`src/rtl/wdt_pkg.sv`:
```
package wdt_pkg;
  localparam int CTRL_ADDR   = 0;
  localparam int REFRESH_BIT = 0;
  localparam int OVF_BIT     = 1;

  // width large enough to hold values 0..n-1 (at least one bit)
  function automatic int cnt_width(input int n);
    return (n > 2) ? $clog2(n) : 1;
  endfunction

  // count is enabled when wake is high and no disable applies
  function automatic logic run_enable(input logic wake, input logic emu,
                                      input logic strap, input logic brown);
    return wake & ~emu & ~(strap & ~brown);
  endfunction
endpackage

```
`src/rtl/wdt_timebase.sv`:
```
module wdt_timebase #(
  parameter int TIMEOUT_CYC = 49152
) (
  input  logic clk,
  input  logic ext_rst,
  input  logic run_en,
  input  logic refresh,
  input  logic hold,
  output logic ovf_evt
);
  localparam int CW = wdt_pkg::cnt_width(TIMEOUT_CYC);
  localparam logic [CW-1:0] LAST = CW'(TIMEOUT_CYC - 1);

  logic [CW-1:0] cnt;
  logic          at_last;

  assign at_last = (cnt == LAST);
  assign ovf_evt = run_en & ~refresh & ~hold & at_last;

  always_ff @(posedge clk or posedge ext_rst) begin
    if (ext_rst)                              cnt <= '0;
    else if (hold || !run_en || refresh || at_last) cnt <= '0;
    else                                      cnt <= cnt + 1'b1;
  end

  AST_HALT_RESTARTS: assert property (@(posedge clk) disable iff (ext_rst)
    !run_en |=> (cnt == '0));
  AST_REFRESH_WINS: assert property (@(posedge clk) disable iff (ext_rst)
    (refresh && at_last) |-> !ovf_evt);
endmodule

```
`src/rtl/wdt_hold.sv`:
```
module wdt_hold #(
  parameter int HOLD_CYC = 4100
) (
  input  logic clk,
  input  logic ext_rst,
  input  logic ovf_evt,
  output logic wdt_rst
);
  localparam int HW = wdt_pkg::cnt_width(HOLD_CYC);

  logic [HW-1:0] left;
  logic          last_hold;

  assign last_hold = (left == '0);

  always_ff @(posedge clk or posedge ext_rst) begin
    if (ext_rst) begin
      wdt_rst <= 1'b0;
      left    <= '0;
    end else if (wdt_rst) begin
      if (last_hold) wdt_rst <= 1'b0;
      else           left    <= left - 1'b1;
    end else if (ovf_evt) begin
      wdt_rst <= 1'b1;
      left    <= HW'(HOLD_CYC - 1);
    end
  end

  AST_OVF_RAISES_RST: assert property (@(posedge clk) disable iff (ext_rst)
    (ovf_evt && !wdt_rst) |=> wdt_rst);
endmodule

```
`src/rtl/wdt_status.sv`:
```
module wdt_status (
  input  logic clk,
  input  logic ext_rst,
  input  logic set_evt,
  input  logic clr_req,
  output logic flag
);
  always_ff @(posedge clk or posedge ext_rst) begin
    if (ext_rst)      flag <= 1'b0;
    else if (set_evt) flag <= 1'b1;
    else if (clr_req) flag <= 1'b0;
  end

  AST_SET_WINS: assert property (@(posedge clk) disable iff (ext_rst)
    set_evt |=> flag);
endmodule

```
`src/rtl/hw_watchdog.sv`:
```
module hw_watchdog #(
  parameter int TIMEOUT_CYC = 49152,
  parameter int HOLD_CYC    = 4100,
  parameter int ADDR_W      = 2,
  parameter int DATA_W      = 8
) (
  input  logic              clk,
  input  logic              ext_rst,
  input  logic              wake,
  input  logic              dbg_strap,
  input  logic              emu_en,
  input  logic              brownout,
  input  logic              reg_wr,
  input  logic [ADDR_W-1:0] reg_addr,
  input  logic [DATA_W-1:0] reg_wdata,
  output logic [DATA_W-1:0] reg_rdata,
  output logic              wdt_rst,
  output logic              ovf_flag
);
  import wdt_pkg::*;

  logic ctrl_sel, wr_ok, refresh, clr_req, run_en, ovf_evt;
  logic unused_wdata;

  assign ctrl_sel = (reg_addr == ADDR_W'(CTRL_ADDR));
  assign wr_ok    = reg_wr & ctrl_sel & ~wdt_rst;
  assign refresh  = wr_ok & reg_wdata[REFRESH_BIT];
  assign clr_req  = wr_ok & reg_wdata[OVF_BIT];
  assign run_en   = run_enable(wake, emu_en, dbg_strap, brownout);
  assign unused_wdata = &{1'b0, reg_wdata};

  wdt_timebase #(.TIMEOUT_CYC(TIMEOUT_CYC)) u_tb (
    .clk(clk), .ext_rst(ext_rst), .run_en(run_en), .refresh(refresh),
    .hold(wdt_rst), .ovf_evt(ovf_evt));

  wdt_hold #(.HOLD_CYC(HOLD_CYC)) u_hold (
    .clk(clk), .ext_rst(ext_rst), .ovf_evt(ovf_evt), .wdt_rst(wdt_rst));

  wdt_status u_stat (
    .clk(clk), .ext_rst(ext_rst), .set_evt(ovf_evt), .clr_req(clr_req),
    .flag(ovf_flag));

  always_comb begin
    reg_rdata = '0;
    if (ctrl_sel) reg_rdata[OVF_BIT] = ovf_flag;
  end

  AST_FLAG_WITH_RST: assert property (@(posedge clk) disable iff (ext_rst)
    $rose(wdt_rst) |-> ovf_flag);
  AST_FLAG_KEPT_IN_HOLD: assert property (@(posedge clk) disable iff (ext_rst)
    (wdt_rst && $past(wdt_rst)) |-> $stable(ovf_flag));
  AST_EMU_STOPS: assert property (@(posedge clk) disable iff (ext_rst)
    (emu_en && !wdt_rst) |=> !wdt_rst);
endmodule

```
`config.mk`:
```
export PLATFORM = sky130hd
export DESIGN_NAME = hw_watchdog
export DESIGN_NICKNAME = d
export VERILOG_FILES = /design/src/rtl/wdt_pkg.sv /design/src/rtl/wdt_timebase.sv /design/src/rtl/wdt_hold.sv /design/src/rtl/wdt_status.sv /design/src/rtl/hw_watchdog.sv
export SDC_FILE = /design/constraint.sdc
export NUM_CORES = 1
export LEC_CHECK = 0
export BUFFER_PORTS_ARGS = -buffer_cell sky130_fd_sc_hd__buf_2
export CAP_MARGIN = 20
export CORE_MARGIN = 5
export CORE_UTILIZATION = 62
export CTS_BUF_LIST = sky130_fd_sc_hd__clkbuf_8
export DETAILED_ROUTE_END_ITERATION = 10
export MAX_ROUTING_LAYER = met4
export PLACE_DENSITY_LB_ADDON = 0.12
export SYNTH_ARGS = -nofsm -noshare
export SYNTH_HDL_FRONTEND = slang
export SYNTH_SLANG_ARGS = --single-unit
export TNS_END_PERCENT = 1
```
`constraint.sdc`:
```
create_clock -name clk -period 3.25 [get_ports clk]
set_input_delay 0.1625 -clock clk [delete_from_list [all_inputs] [get_ports clk]]
set_output_delay 0.1625 -clock clk [all_outputs]
set_load 0.03 [all_outputs]
```
==> summary.md, run 1 <==
| Metric | Value |
|---|---|
| Nets@finish | `210` |
| CTS clk-pin slew, worst paths | `60 ps` |
| Number of synthesized register bits | `31` |
| Fill cells | `196` |
| Resized Gates After CTS | `0` |
| Min-Delay Path Class | `in2reg` |
| Diode count | `0` |
| Synthesized area | `1664 um^2` |
| Post-synth top area cell | `dfrtp_1` |
| Syn. warnings | `0` |
| GPL Wtd Cong | `0.7718` |
| Type of origin of the critical path | `flop` |
| Peak Freq | `0.4330 GHz` |
| Synth cell types | `38` |
| Footprint of the multi-input gates | `832.0 um^2` |
| GR Util All Layers | `20.52%` |
| Port Buffer Count | `13` |
| Drt drc | `0` |
| CP bufs+invs | `0` |
| CTS root buffer | `clkbuf_8` |
| Fin area | `1843 um^2` |
| TNS Setup | `0 ps` |
| Skew-Pair Late Insertion Delay | `290 ps` |
| Total gr overflow | `0` |
| Crit-path leading delay family | `simple AND/OR/NAND/NOR gates` |
| Period utilisation layout | `71.06%` |
| Total CTS buffers | `5` |
| Placed Area | `1733 um^2` |
| Status | `finished clean` |
| Share of post-route cells with drive strength above 1 | `14.14%` |
| Critical-path top delay cell | `nor4_1` |
| Register area | `775.7 um^2` |
| H-Tree Level Count | `2` |
| Hold path cells | `3` |
| R2R setup slack | `940 ps` |
| WP data arrival | `2450 ps` |
| CP Max Fanout | `16` |
| WP data required | `3390 ps` |
| Worst VDD drop | `0.4342 mV` |
| Syn Area/Cell | `9.675 um^2` |
| Initial antenna violation count | `0` |
| First-pass GRT wire length | `5533 um` |
| CP cell instances | `ha_1 -> nand3_1 -> nor4_1 -> a21o_1 -> nor2_1` |
| Endpoint type of the worst setup path | `flop` |
| Clk sinks | `31` |
| DR WL/cell | `14.10 um` |
| Post-synthesis cell count | `172` |
| Leakage | `0.7400 nW` |
| HP Start | `reg_wr` |
| Vias per cell | `5.900` |
| Synth area leaders | `dfrtp_1 47%, nor2_1 4.5%, xor2_1 4.2%, a21oi_1 3.3%, buf_4 3.2%` |
| Slew Limit Fails | `0` |
| Starting DRT DRC Count | `80` |
| Endpoints failing setup | `0` |
| TritonCTS clock tree | `built` |
| Post-DP HPWL | `2187 um` |
| Die Y-Extent | `61.81 um` |
| Vias in the first global route | `1,296` |
| Reg-to-Reg End | `u_tb.cnt[13]$_DFF_PP0_` |
| Max-cap viol count | `0` |
| Critical path's largest stage delay | `720 ps` |
| Skew final | `7.800 ps` |
| DRT antenna net count | `0` |
| Final hold violation count | `0` |
| Detailed Route WL | `3115 um` |
| Via Count | `1,304` |
| IO Count | `27` |
| Worst Tran Pin Value | `738.1 ps` |
| Starting Density | `65.97%` |
| Worst setup path class | `reg2reg` |
| Die area | `3820 um^2` |
| Register area share after synthesis | `46.62%` |
| Die width | `61.81 um` |
| Pre-Repair DR Iteration Count | `4` |
| Min Tclk post-route | `2309 ps` |
| Post-synth top area share | `46.62%` |
| Power per cell area | `409.0 nW/um^2` |
| Hold worst-path end | `u_stat.flag$_DFFE_PP0P_` |
| Cell Rows | `18` |
| RSZ-0062 raised after global routing | `false` |
| Area grow syn2layout | `10.75%` |
| FF-to-FF Start | `u_tb.cnt[0]$_DFF_PP0_` |
| Core area | `2522 um^2` |
| Clock buffer depth | `2` |
| Largest net degree at the start of global routing | `32` |
| Worst r2r path cells | `5` |
| Slew headroom | `50.34%` |
==> logic make-up (layout without fill, tap and decap cells) <==
group	count (synthesis)	in the layout	synth area share [%]
AO/OA/AOI/OAI	27	27	9.698
flip-flops	31	31	46.62
multiplexers	1	1	0.6015
other	1	7	0.2253
AND/OR/NAND/NOR	82	82	29.02
XOR/XNOR	13	13	6.842
buffers and inverters	14	27	4.737
adder cells (fa/ha/maj)	3	3	2.256
==> routing by layer <==
metal	part of all wire, %	vias up	track usage, %
met1	43	622	22.15
met5	0	-	-
met2	51	38	35.28
li1	-	638	-
met4	1.6	0	7.879
met3	4.1	6	6.198
==> cells in the final DEF, fill, tap and decap left out, types with 2 or more instances in the layout <==
master / instances
nand2b_1: 4
and4_1: 3
or4_1: 7
clkbuf_8: 7
o21a_1: 2
nor3_1: 2
a21o_1: 3
nor3b_1: 2
conb_1: 7
nand2_1: 6
ha_1: 3
o31ai_1: 2
nor2b_1: 2
nor2_1: 20
nand4_1: 4
a21oi_1: 11
and3_1: 3
inv_1: 5
xnor2_1: 5
xor2_1: 8
dfrtp_1: 31
or2_2: 2
or3_1: 7
buf_2: 13
nor4_1: 2
nand3b_1: 2
nand3_1: 9
o21ai_0: 7
==> sequential cells by signal, summed over array words and instances (netlist names) <==
| name | cells |
|---|---|
| u_tb.cnt | 16 |
| u_stat.flag | 1 |
| u_hold.wdt_rst | 1 |
| u_hold.left | 13 |
==> power by group <==
part,total (mW),internal (mW),switching (mW)
clock,0.332,0.190,0.142
combinational,0.0339,0.00885,0.0250
sequential,0.388,0.387,0.000931
==> synthesized netlist by cell type (all sizes together) <==
| master | count |
|---|---|
| a21oi | 11 |
| or4b | 1 |
| o31ai | 2 |
| xor2 | 8 |
| nand4bb | 1 |
| nand3 | 9 |
| xnor2 | 5 |
| nand2 | 6 |
| buf | 7 |
| nor2 | 20 |
| conb | 1 |
| or3b | 1 |
| dfrtp | 31 |
| and2 | 1 |
| nor3 | 2 |
| and3 | 3 |
| clkbuf | 3 |
| o41ai | 1 |
| inv | 4 |
| nand2b | 4 |
| o21ai | 7 |
| a32o | 1 |
| nand4 | 4 |
| ha | 3 |
| or3 | 7 |
| nand4b | 1 |
| mux2i | 1 |
| nor4 | 3 |
| nor3b | 2 |
| nor2b | 2 |
| or4 | 8 |
| and4 | 3 |
| nand3b | 2 |
| a21o | 3 |
| o21a | 2 |
| or2 | 2 |
==> timing repair <==
action / in CTS / in global routing
hold buffers: 1 / 0
setup buffers: 0 / 0
hold endpoints to repair: 31 / 0
==> worst max-delay path by stage <==
stage | from | to | slack, ps | cells past startpoint
floorplan | u_hold.left[2]$_DFFE_PP0P_ | u_hold.left[11]$_DFFE_PP0P_ | 1180 | 4
global placement | u_tb.cnt[0]$_DFF_PP0_ | u_hold.left[12]$_DFFE_PP0P_ | 1060 | 5
detailed placement | u_tb.cnt[0]$_DFF_PP0_ | u_tb.cnt[13]$_DFF_PP0_ | 940 | 5
CTS | u_tb.cnt[0]$_DFF_PP0_ | u_hold.left[12]$_DFFE_PP0P_ | 920 | 5
global route | u_tb.cnt[0]$_DFF_PP0_ | u_hold.left[12]$_DFFE_PP0P_ | 730 | 5
finish | u_tb.cnt[0]$_DFF_PP0_ | u_tb.cnt[13]$_DFF_PP0_ | 940 | 5
==> area by class of cell <==
type	count	area share [%]
clock buffers	7	5.227
repair buffers	15	4.481
multi-input cells	133	45.15
clock inverters	1	0.2037
flip-flops and latches	31	42.09
well taps	30	2.037
inverters	4	0.8147
==> per-stage QoR <==
step	setup WS [ps]	instances	util, %	hold WS (ps)	total power, mW
2_1_floorplan	1181	178	-	266.0	0.4245
3_3_place_gp	1063	212	68.70	253.6	0.4274
3_5_place_dp	940.2	212	68.70	257.9	0.4284
4_1_cts	918.1	221	73.07	197.4	0.7597
5_1_grt	729.1	221	73.07	230.0	0.7859
6_report	940.6	221	73.07	200.2	0.7539
==> worst min-delay path: cells and delay by family <==
kind	cells	cell delay (ps)
AO/OA/AOI/OAI	1	110
buffers and inverters	1	100
AND/OR/NAND/NOR	1	80
No activity file was read; power rests on OpenSTA's default activity.
==> run 2, diff against run 1 <==
- CORE_UTILIZATION: 62 -> 52
- clock period: 3.25 -> 1.9 ns (I/O delays scaled with it)
==> run 2 against run 1 <==
  * The run now ends with setup timing left
  * Sequential power grew 71%
  * Cell count grew 15%
  * Die area grew 16%
  * Sequential cell count is the same
  * Design area grew 12%
  * Maximum frequency grew 15%
  * Largest cell class unchanged
  * Largest power group is now the clock network
  * Highest routed layer unchanged
==> summary.md, run 2 (synthesis results as in run 1) <==
| Metric | Value |
|---|---|
| Status | `complete, but fails checks (was finished clean)` |
| Failing checks | `setup timing` |
| Peak Freq | `0.4976 GHz (was 0.4330 GHz)` |
| CTS clk-pin slew, worst paths | `60 ps (about the same)` |
| Flop pwr share | `47.7% (was 51.4%)` |
| Clock buffer depth | `2 (unchanged)` |
| Dpl cells | `245 (was 212)` |
| Critical-path top delay cell | `or4_4 (was nor4_1)` |
| Post-DP HPWL | `2418 um (was 2187 um)` |
| Via Count | `1,369 (was 1,304)` |
| Worst setup path class | `reg2reg (unchanged)` |
| CP cell instances | `or4_4 -> or4_4 -> a32o_2 -> o21a_1 (was ha_1 -> nand3_1 -> nor4_1 -> a21o_1 -> nor2_1)` |
| Post-place setup slack | `-163.5 ps (was 940.2 ps)` |
| Leakage | `0.8502 nW (was 0.7400 nW)` |
| Die Y-Extent | `66.57 um (was 61.81 um)` |
| Share of post-route cells with drive strength above 1 | `27.01% (was 14.14%)` |
| Skew-Pair Late Insertion Delay | `290 ps (about the same)` |
| Pre-Repair DR Iteration Count | `4 (unchanged)` |
| Min-Delay Path Class | `in2reg (unchanged)` |
| Total CTS buffers | `5 (unchanged)` |
| Type of origin of the critical path | `flop (unchanged)` |
| Worst VDD drop | `0.4735 mV (was 0.4342 mV)` |
| Max reg flops | `16 (unchanged)` |
| Nets@finish | `230 (was 210)` |
| Met1 global-route usage | `23.02% (was 22.15%)` |
| Diode count | `0 (unchanged)` |
| CP dominant cell by count | `or4_4` |
| GR Util All Layers | `19.86% (was 20.52%)` |
| H-Tree Level Count | `2 (unchanged)` |
| Die area | `4432 um^2 (was 3820 um^2)` |
| Total power | `1.390 mW (was 0.7539 mW)` |
| Drt drc | `0 (unchanged)` |
| GRT met2 Usage | `32.67% (was 35.28%)` |
| Vias per cell | `5.369 (was 5.900)` |
| DRT antenna net count | `0 (unchanged)` |
| Total gr overflow | `0 (unchanged)` |
| Initial antenna violation count | `0 (unchanged)` |
| DR WL/cell | `13.53 um (was 14.10 um)` |
| Skew final | `1.983 ps (was 7.800 ps)` |
| GRT busiest layer | `met2 (unchanged)` |
| TritonCTS clock tree | `built (unchanged)` |
| Slew Limit Fails | `0 (unchanged)` |
| Die width | `66.57 um (was 61.81 um)` |
| Net Sw Frac | `20.72% (was 22.32%)` |
| RSZ-0062 raised after global routing | `true (was false)` |
| Clk sinks | `31 (unchanged)` |
| Post-layout util | `67.54% (was 73.07%)` |
| Clock Power Share | `47.9% (was 44.1%)` |
| Period utilisation layout | `105.8% (was 71.06%)` |
| Starting DRT DRC Count | `52 (was 80)` |
| Core area | `3053 um^2 (was 2522 um^2)` |
| Most common cell after layout, fill and taps aside | `dfrtp_1 (unchanged)` |
| Net Sw Power | `0.2879 mW (was 0.1683 mW)` |
| CP bufs+invs | `0 (unchanged)` |
| Biggest register | `u_tb.cnt (unchanged)` |
| Final hold violation count | `0 (unchanged)` |
| First-pass GRT wire length | `6320 um (was 5533 um)` |
| Detailed Route WL | `3451 um (was 3115 um)` |
| Int Pwr | `1.102 mW (was 0.5856 mW)` |
| Port Buffer Count | `13 (unchanged)` |
| Global Route met3 Usage | `6.071% (was 6.198%)` |
| CTS root buffer | `clkbuf_8 (unchanged)` |
| Final Non-Filler Cells | `255 (was 221)` |
| GPL Wtd Cong | `0.7545 (was 0.7718)` |
| WP data required | `2080 ps (was 3390 ps)` |
| Worst setup margin | `-109.8 ps (was 940.6 ps)` |
| WP data arrival | `2190 ps (was 2450 ps)` |
| Starting Density | `54.51% (was 65.97%)` |
| Power per cell area | `674.1 nW/um^2 (was 409.0 nW/um^2)` |
| Crit-path leading delay family | `simple AND/OR/NAND/NOR gates (unchanged)` |
| Area grow syn2layout | `23.91% (was 10.75%)` |
| Vias in the first global route | `1,439 (was 1,296)` |
| IO Count | `27 (unchanged)` |
| Cell Rows | `20 (was 18)` |
| Endpoint type of the worst setup path | `flop (unchanged)` |
| Max-cap viol count | `0 (unchanged)` |
| Biggest regs | `u_tb.cnt (16), u_hold.left (13) (unchanged)` |
| Largest net degree at the start of global routing | `32 (unchanged)` |
| Critical path's largest stage delay | `560 ps (was 720 ps)` |
| Logic pwr share | `4.3% (was 4.5%)` |
| Min Tclk post-route | `2010 ps (was 2309 ps)` |
| CP Max Fanout | `4 (was 16)` |
| Endpoints failing setup | `7 (was 0)` |
| Commonest non-fill, non-tap cells in the layout | `31 x dfrtp_1, 21 x buf_4, 20 x nor2_1 (was 31 x dfrtp_1, 20 x nor2_1, 13 x buf_2)` |
-- run 2: cell types whose count changed in the layout (fill, tap and decap cells not counted), moves of 2 or more --
cell	change
a21oi_1	-2
a21oi_2	+2
buf_4	+20
or4_1	-3
or4_4	+3
-- run 2: per-stage QoR --
stage	TNS, ps	hold slack [ps]	cell area (um^2)
2_1_floorplan	-327.8	198.5	1698
3_3_place_gp	-425.9	186.4	1904
3_5_place_dp	-812.4	200.8	1904
4_1_cts	-488.3	123.7	2056
5_1_grt	-1043	127.0	2062
6_report	-473.6	132.8	2062
-- run 2: worst paths after layout --
kind	start	end	slack, ps	cells past startpoint
setup / recovery	u_hold.left[2]$_DFFE_PP0P_	u_hold.left[0]$_DFFE_PP0P_	-110	4
hold / removal	reg_wdata[1]	u_stat.flag$_DFFE_PP0P_	130	3
setup reg to reg	u_hold.left[2]$_DFFE_PP0P_	u_hold.left[0]$_DFFE_PP0P_	-110	4
hold reg to reg	u_tb.cnt[0]$_DFF_PP0_	u_tb.cnt[0]$_DFF_PP0_	490	1
max in group asynchronous	ext_rst	u_tb.cnt[11]$_DFF_PP0_	1170	4
min in group asynchronous	ext_rst	u_tb.cnt[6]$_DFF_PP0_	440	4
-- run 2: timing repair --
action | 4_1_cts | 5_1_grt
hold buffers | 1 | 0
pin swaps | 5 | 1
resized for setup | 4 | 2
setup endpoints to repair | 8 | 13
setup buffers | 1 | 0
endpoints found under the hold margin | 31 | 0
-- run 2: area by class of cell --
type	count	area, um^2
Clock buffer	6	82.58
Clock inverter	2	35.03
Fill cell	263	991.0
Inverter	4	15.01
Multi-Input combinational cell	133	865.8
Sequential cell	31	775.7
Tap cell	44	55.05
Timing Repair Buffer	35	232.7
-- run 2: power by group through the flow --
| stage | Clock, mW | Combinational, mW | Sequential, mW |
|---|---|---|---|
| final | 0.666 | 0.0604 | 0.663 |
| after global routing | 0.735 | 0.0689 | 0.663 |
| after CTS | 0.688 | 0.0611 | 0.663 |
| after detailed placement | 0 | 0.0595 | 0.675 |
| after global placement | 0 | 0.0575 | 0.675 |
| after floorplan | 0 | 0.0510 | 0.675 |
-- run 2: routing by layer --
layer,wire [um],up-vias
met5,0,-
met1,1612,662
met2,1636,23
li1,-,677
met3,145,7
met4,56,0
-- run 2: worst min-delay path: stages --
cell,delay (ps)
buf_2,100
nand4b_1,80
a21o_1,110
==> run 3, diff against run 2 <==
- ABC_AREA: default -> 1
- CORE_UTILIZATION: 52 -> 54
==> run 3 against run 2 <==
  * The run now ends clean
  * Clock skew is 9.0 ps higher
  * Sequential share of layout area is 1.6 points lower
  * Hold slack worse by 12 ps
  * Sequential power hardly changed
==> summary.md, run 3 <==
| Metric | Value |
|---|---|
| Post-synth top area cell | `dfrtp_1 (unchanged)` |
| Area grow syn2layout | `8.913% (was 23.91%)` |
| Commonest non-fill, non-tap cells in the layout | `72 x nand2_1, 48 x nor2_1, 33 x inv_1 (was 31 x dfrtp_1, 21 x buf_4, 20 x nor2_1)` |
| Largest net degree at the start of global routing | `32 (unchanged)` |
| Power per cell area | `599.8 nW/um^2 (was 674.1 nW/um^2)` |
| Post-synth EDFFs | `0 (unchanged)` |
| Clock Power Share | `44.1% (was 47.9%)` |
| Total gr overflow | `0 (unchanged)` |
| Hold bufs inserted after CTS | `1 (unchanged)` |
| Critical path's largest stage delay | `360 ps (was 560 ps)` |
| Int Pwr | `1.002 mW (was 1.102 mW)` |
| Synth area leaders | `dfrtp_1 39%, nand2_1 14%, nor2_1 9.1%, nand3_1 6.3%, inv_1 6.1% (was dfrtp_1 47%, nor2_1 4.5%, xor2_1 4.2%, a21oi_1 3.3%, buf_4 3.2%)` |
| Most common cell after layout, fill and taps aside | `nand2_1 (was dfrtp_1)` |
| CTS clk-pin slew, worst paths | `60 ps (about the same)` |
| Setup bufs post-CTS | `0 (was 1)` |
| GR Util All Layers | `17.06% (was 19.86%)` |
| Slew Limit Fails | `0 (unchanged)` |
| Share of post-route cells with drive strength above 1 | `13.95% (was 27.01%)` |
| Min Tclk post-route | `1631 ps (was 2010 ps)` |
| Clk sinks | `31 (unchanged)` |
| Crit-path leading delay family | `simple AND/OR/NAND/NOR gates (unchanged)` |
| Worst setup path class | `reg2reg (unchanged)` |
| H-Tree Level Count | `2 (unchanged)` |
| Period utilisation layout | `85.83% (was 105.8%)` |
| GPL Wtd Cong | `0.9407 (was 0.7545)` |
| Number of synthesized register bits | `31 (unchanged)` |
| Starting Density | `54.89% (was 54.51%)` |
| DR WL/cell | `11.06 um (was 13.53 um)` |
| Total CTS buffers | `5 (unchanged)` |
| Syn Area/Cell | `7.172 um^2 (was 9.675 um^2)` |
| Resized Gates After CTS | `0 (was 4)` |
| Synth top cells by count | `72 x nand2_1, 48 x nor2_1, 32 x inv_1 (was 31 x dfrtp_1, 20 x nor2_1, 11 x a21oi_1)` |
| Syn. warnings | `0 (unchanged)` |
| Worst VDD drop | `0.4821 mV (was 0.4735 mV)` |
| Leakage | `1.153 nW (was 0.8502 nW)` |
| RSZ-0062 raised after global routing | `false (was true)` |
| Endpoints failing setup | `0 (was 7)` |
| CP cell instances | `ha_1 -> nand2_1 -> nor2_1 -> nand2_2 -> nor2_2 -> nand2_2 -> nand2_4 -> nand2_1 -> nand2_1 (was or4_4 -> or4_4 -> a32o_2 -> o21a_1)` |
| Nets@finish | `313 (was 230)` |
| Setup crit start | `u_tb.cnt[0]$_DFF_PP0_ (was u_hold.left[2]$_DFFE_PP0P_)` |
| CP bufs+invs | `0 (unchanged)` |
| TritonCTS clock tree | `built (unchanged)` |
| Post-DP HPWL | `2633 um (was 2418 um)` |
| Biggest regs | `u_tb.cnt (16), u_hold.left (13) (unchanged)` |
| Port Buffer Count | `13 (unchanged)` |
| CTS root buffer | `clkbuf_8 (unchanged)` |
| Flop pwr share | `51.3% (was 47.7%)` |
| Drt drc | `0 (unchanged)` |
| Detailed Route WL | `3781 um (was 3451 um)` |
| First-pass GRT wire length | `6548 um (was 6320 um)` |
| WP data arrival | `1850 ps (was 2190 ps)` |
| Synth cell types | `29 (was 38)` |
| Status | `finished clean (was complete, but fails checks)` |
| Max-cap viol count | `0 (unchanged)` |
| Post-synth top area share | `39.19% (was 46.62%)` |
| TNS Setup | `0 ps (was -473.6 ps)` |
| FFs w/ async S/R, synth | `100.0% (unchanged)` |
| Final hold violation count | `0 (unchanged)` |
| Die Y-Extent | `70.55 um (was 66.57 um)` |
| Starting DRT DRC Count | `55 (was 52)` |
| Skew-Pair Late Insertion Delay | `290 ps (about the same)` |
| Core area | `3606 um^2 (was 3053 um^2)` |
| Total power | `1.293 mW (was 1.390 mW)` |
| IO Count | `27 (unchanged)` |
| Vias in the first global route | `1,512 (was 1,439)` |
| CP Max Fanout | `13 (was 4)` |
| FF-to-FF Start | `u_tb.cnt[0]$_DFF_PP0_ (was u_hold.left[2]$_DFFE_PP0P_)` |
| Critical-path top delay cell | `dfrtp_1 (was or4_4)` |
| Post-synthesis cell count | `276 (was 172)` |
| Synthesized area | `1979 um^2 (was 1664 um^2)` |
| Cell Rows | `22 (was 20)` |
| Die area | `4977 um^2 (was 4432 um^2)` |
| Max reg flops | `16 (unchanged)` |
| Biggest register | `u_tb.cnt (unchanged)` |
| Vias per cell | `4.766 (was 5.369)` |
| Via Count | `1,630 (was 1,369)` |
| HP Start | `reg_wdata[1] (unchanged)` |
| CP dominant cell by count | `nand2_1 (was or4_4)` |
| Pre-Repair DR Iteration Count | `4 (unchanged)` |
| Net Sw Frac | `22.53% (was 20.72%)` |
| Diode count | `0 (unchanged)` |
| Peak Freq | `0.6132 GHz (was 0.4976 GHz)` |
| Logic pwr share | `4.6% (was 4.3%)` |
| Most frequent cell after synthesis | `nand2_1 (was dfrtp_1)` |
| Die width | `70.55 um (was 66.57 um)` |
| Clock buffer depth | `2 (unchanged)` |
| DRT antenna net count | `0 (unchanged)` |
| Skew final | `10.94 ps (was 1.983 ps)` |
| Endpoint type of the worst setup path | `flop (unchanged)` |
| Type of origin of the critical path | `flop (unchanged)` |
| Net Sw Power | `0.2913 mW (was 0.2879 mW)` |
| Initial antenna violation count | `0 (unchanged)` |
| Register area share after synthesis | `39.19% (was 46.62%)` |
| WP data required | `2120 ps (was 2080 ps)` |
| Min-Delay Path Class | `in2reg (unchanged)` |
| Synth Flop Type | `dfrtp_1 (unchanged)` |
-- run 3: logic make-up after synthesis --
| group | share of synthesized area, % |
|---|---|
| AO/OA/AOI/OAI | 2.591 |
| XOR/XNOR | 3.540 |
| AND/OR/NAND/NOR | 41.28 |
| other | 0.1895 |
| flip-flops | 39.19 |
| adder cells (fa/ha/maj) | 1.897 |
| buffers and inverters | 11.31 |
-- run 3: per-stage QoR --
| step | cell area, um^2 | util [%] | hold slack (ps) | cells | worst slack (ps) |
|---|---|---|---|---|---|
| 2_1_floorplan | 2002 | - | 198.5 | 282 | 372.3 |
| 3_3_place_gp | 2046 | 56.73 | 192.6 | 333 | 255.1 |
| 3_5_place_dp | 2046 | 56.73 | 197.9 | 333 | 249.1 |
| 4_1_cts | 2156 | 59.78 | 109.3 | 342 | 234.6 |
| 5_1_grt | 2156 | 59.78 | 193.3 | 342 | 57.62 |
| 6_report | 2156 | 59.78 | 121.2 | 342 | 269.3 |
-- run 3: area by class of cell --
cell class,instances,area [um^2]
clock buffer,7,96.34
fill,356,1450
clock inverter,1,3.754
tap,48,60.06
timing repair buffer,16,90.09
sequential,31,775.7
multi-input combinational,205,1002
inverter,34,127.6
-- run 3: path summary, 6_finish.rpt --
path | endpoint | slack (ps) | cells after the start
worst max register to register | u_hold.left[3]$_DFFE_PP0P_ | 270 | 9
min in group asynchronous | u_hold.left[5]$_DFFE_PP0P_ | 420 | 4
max in group asynchronous | u_tb.cnt[4]$_DFF_PP0_ | 1180 | 4
worst max-delay path | u_hold.left[3]$_DFFE_PP0P_ | 270 | 9
worst min-delay path | u_stat.flag$_DFFE_PP0P_ | 120 | 4
worst min register to register | u_tb.cnt[0]$_DFF_PP0_ | 460 | 1
-- run 3: worst reg2reg max path, delay by kind of cell, from the launching register on --
kind | cells | cell delay [ps]
adders and majority gates | 1 | 170
and+or+nand+nor | 8 | 1020
DFF | 1 | 360
-- run 3: routing by layer --
metal  track usage, %  up-vias  share of wire (%)
met5                -        -                  0
met4            7.098        0                2.5
met3            4.688        8                2.7
met2            28.48       17                 48
met1            19.31      734                 47
li1                 -      871                  -
-- run 3: power groups by stage --
stage	clock (mW)	sequential, mW	combinational (mW)
final	0.571	0.663	0.0594
after global routing	0.618	0.662	0.0679
after CTS	0.587	0.663	0.0610
after detailed placement	0	0.675	0.0595
after global placement	0	0.675	0.0587
after floorplan	0	0.675	0.0528
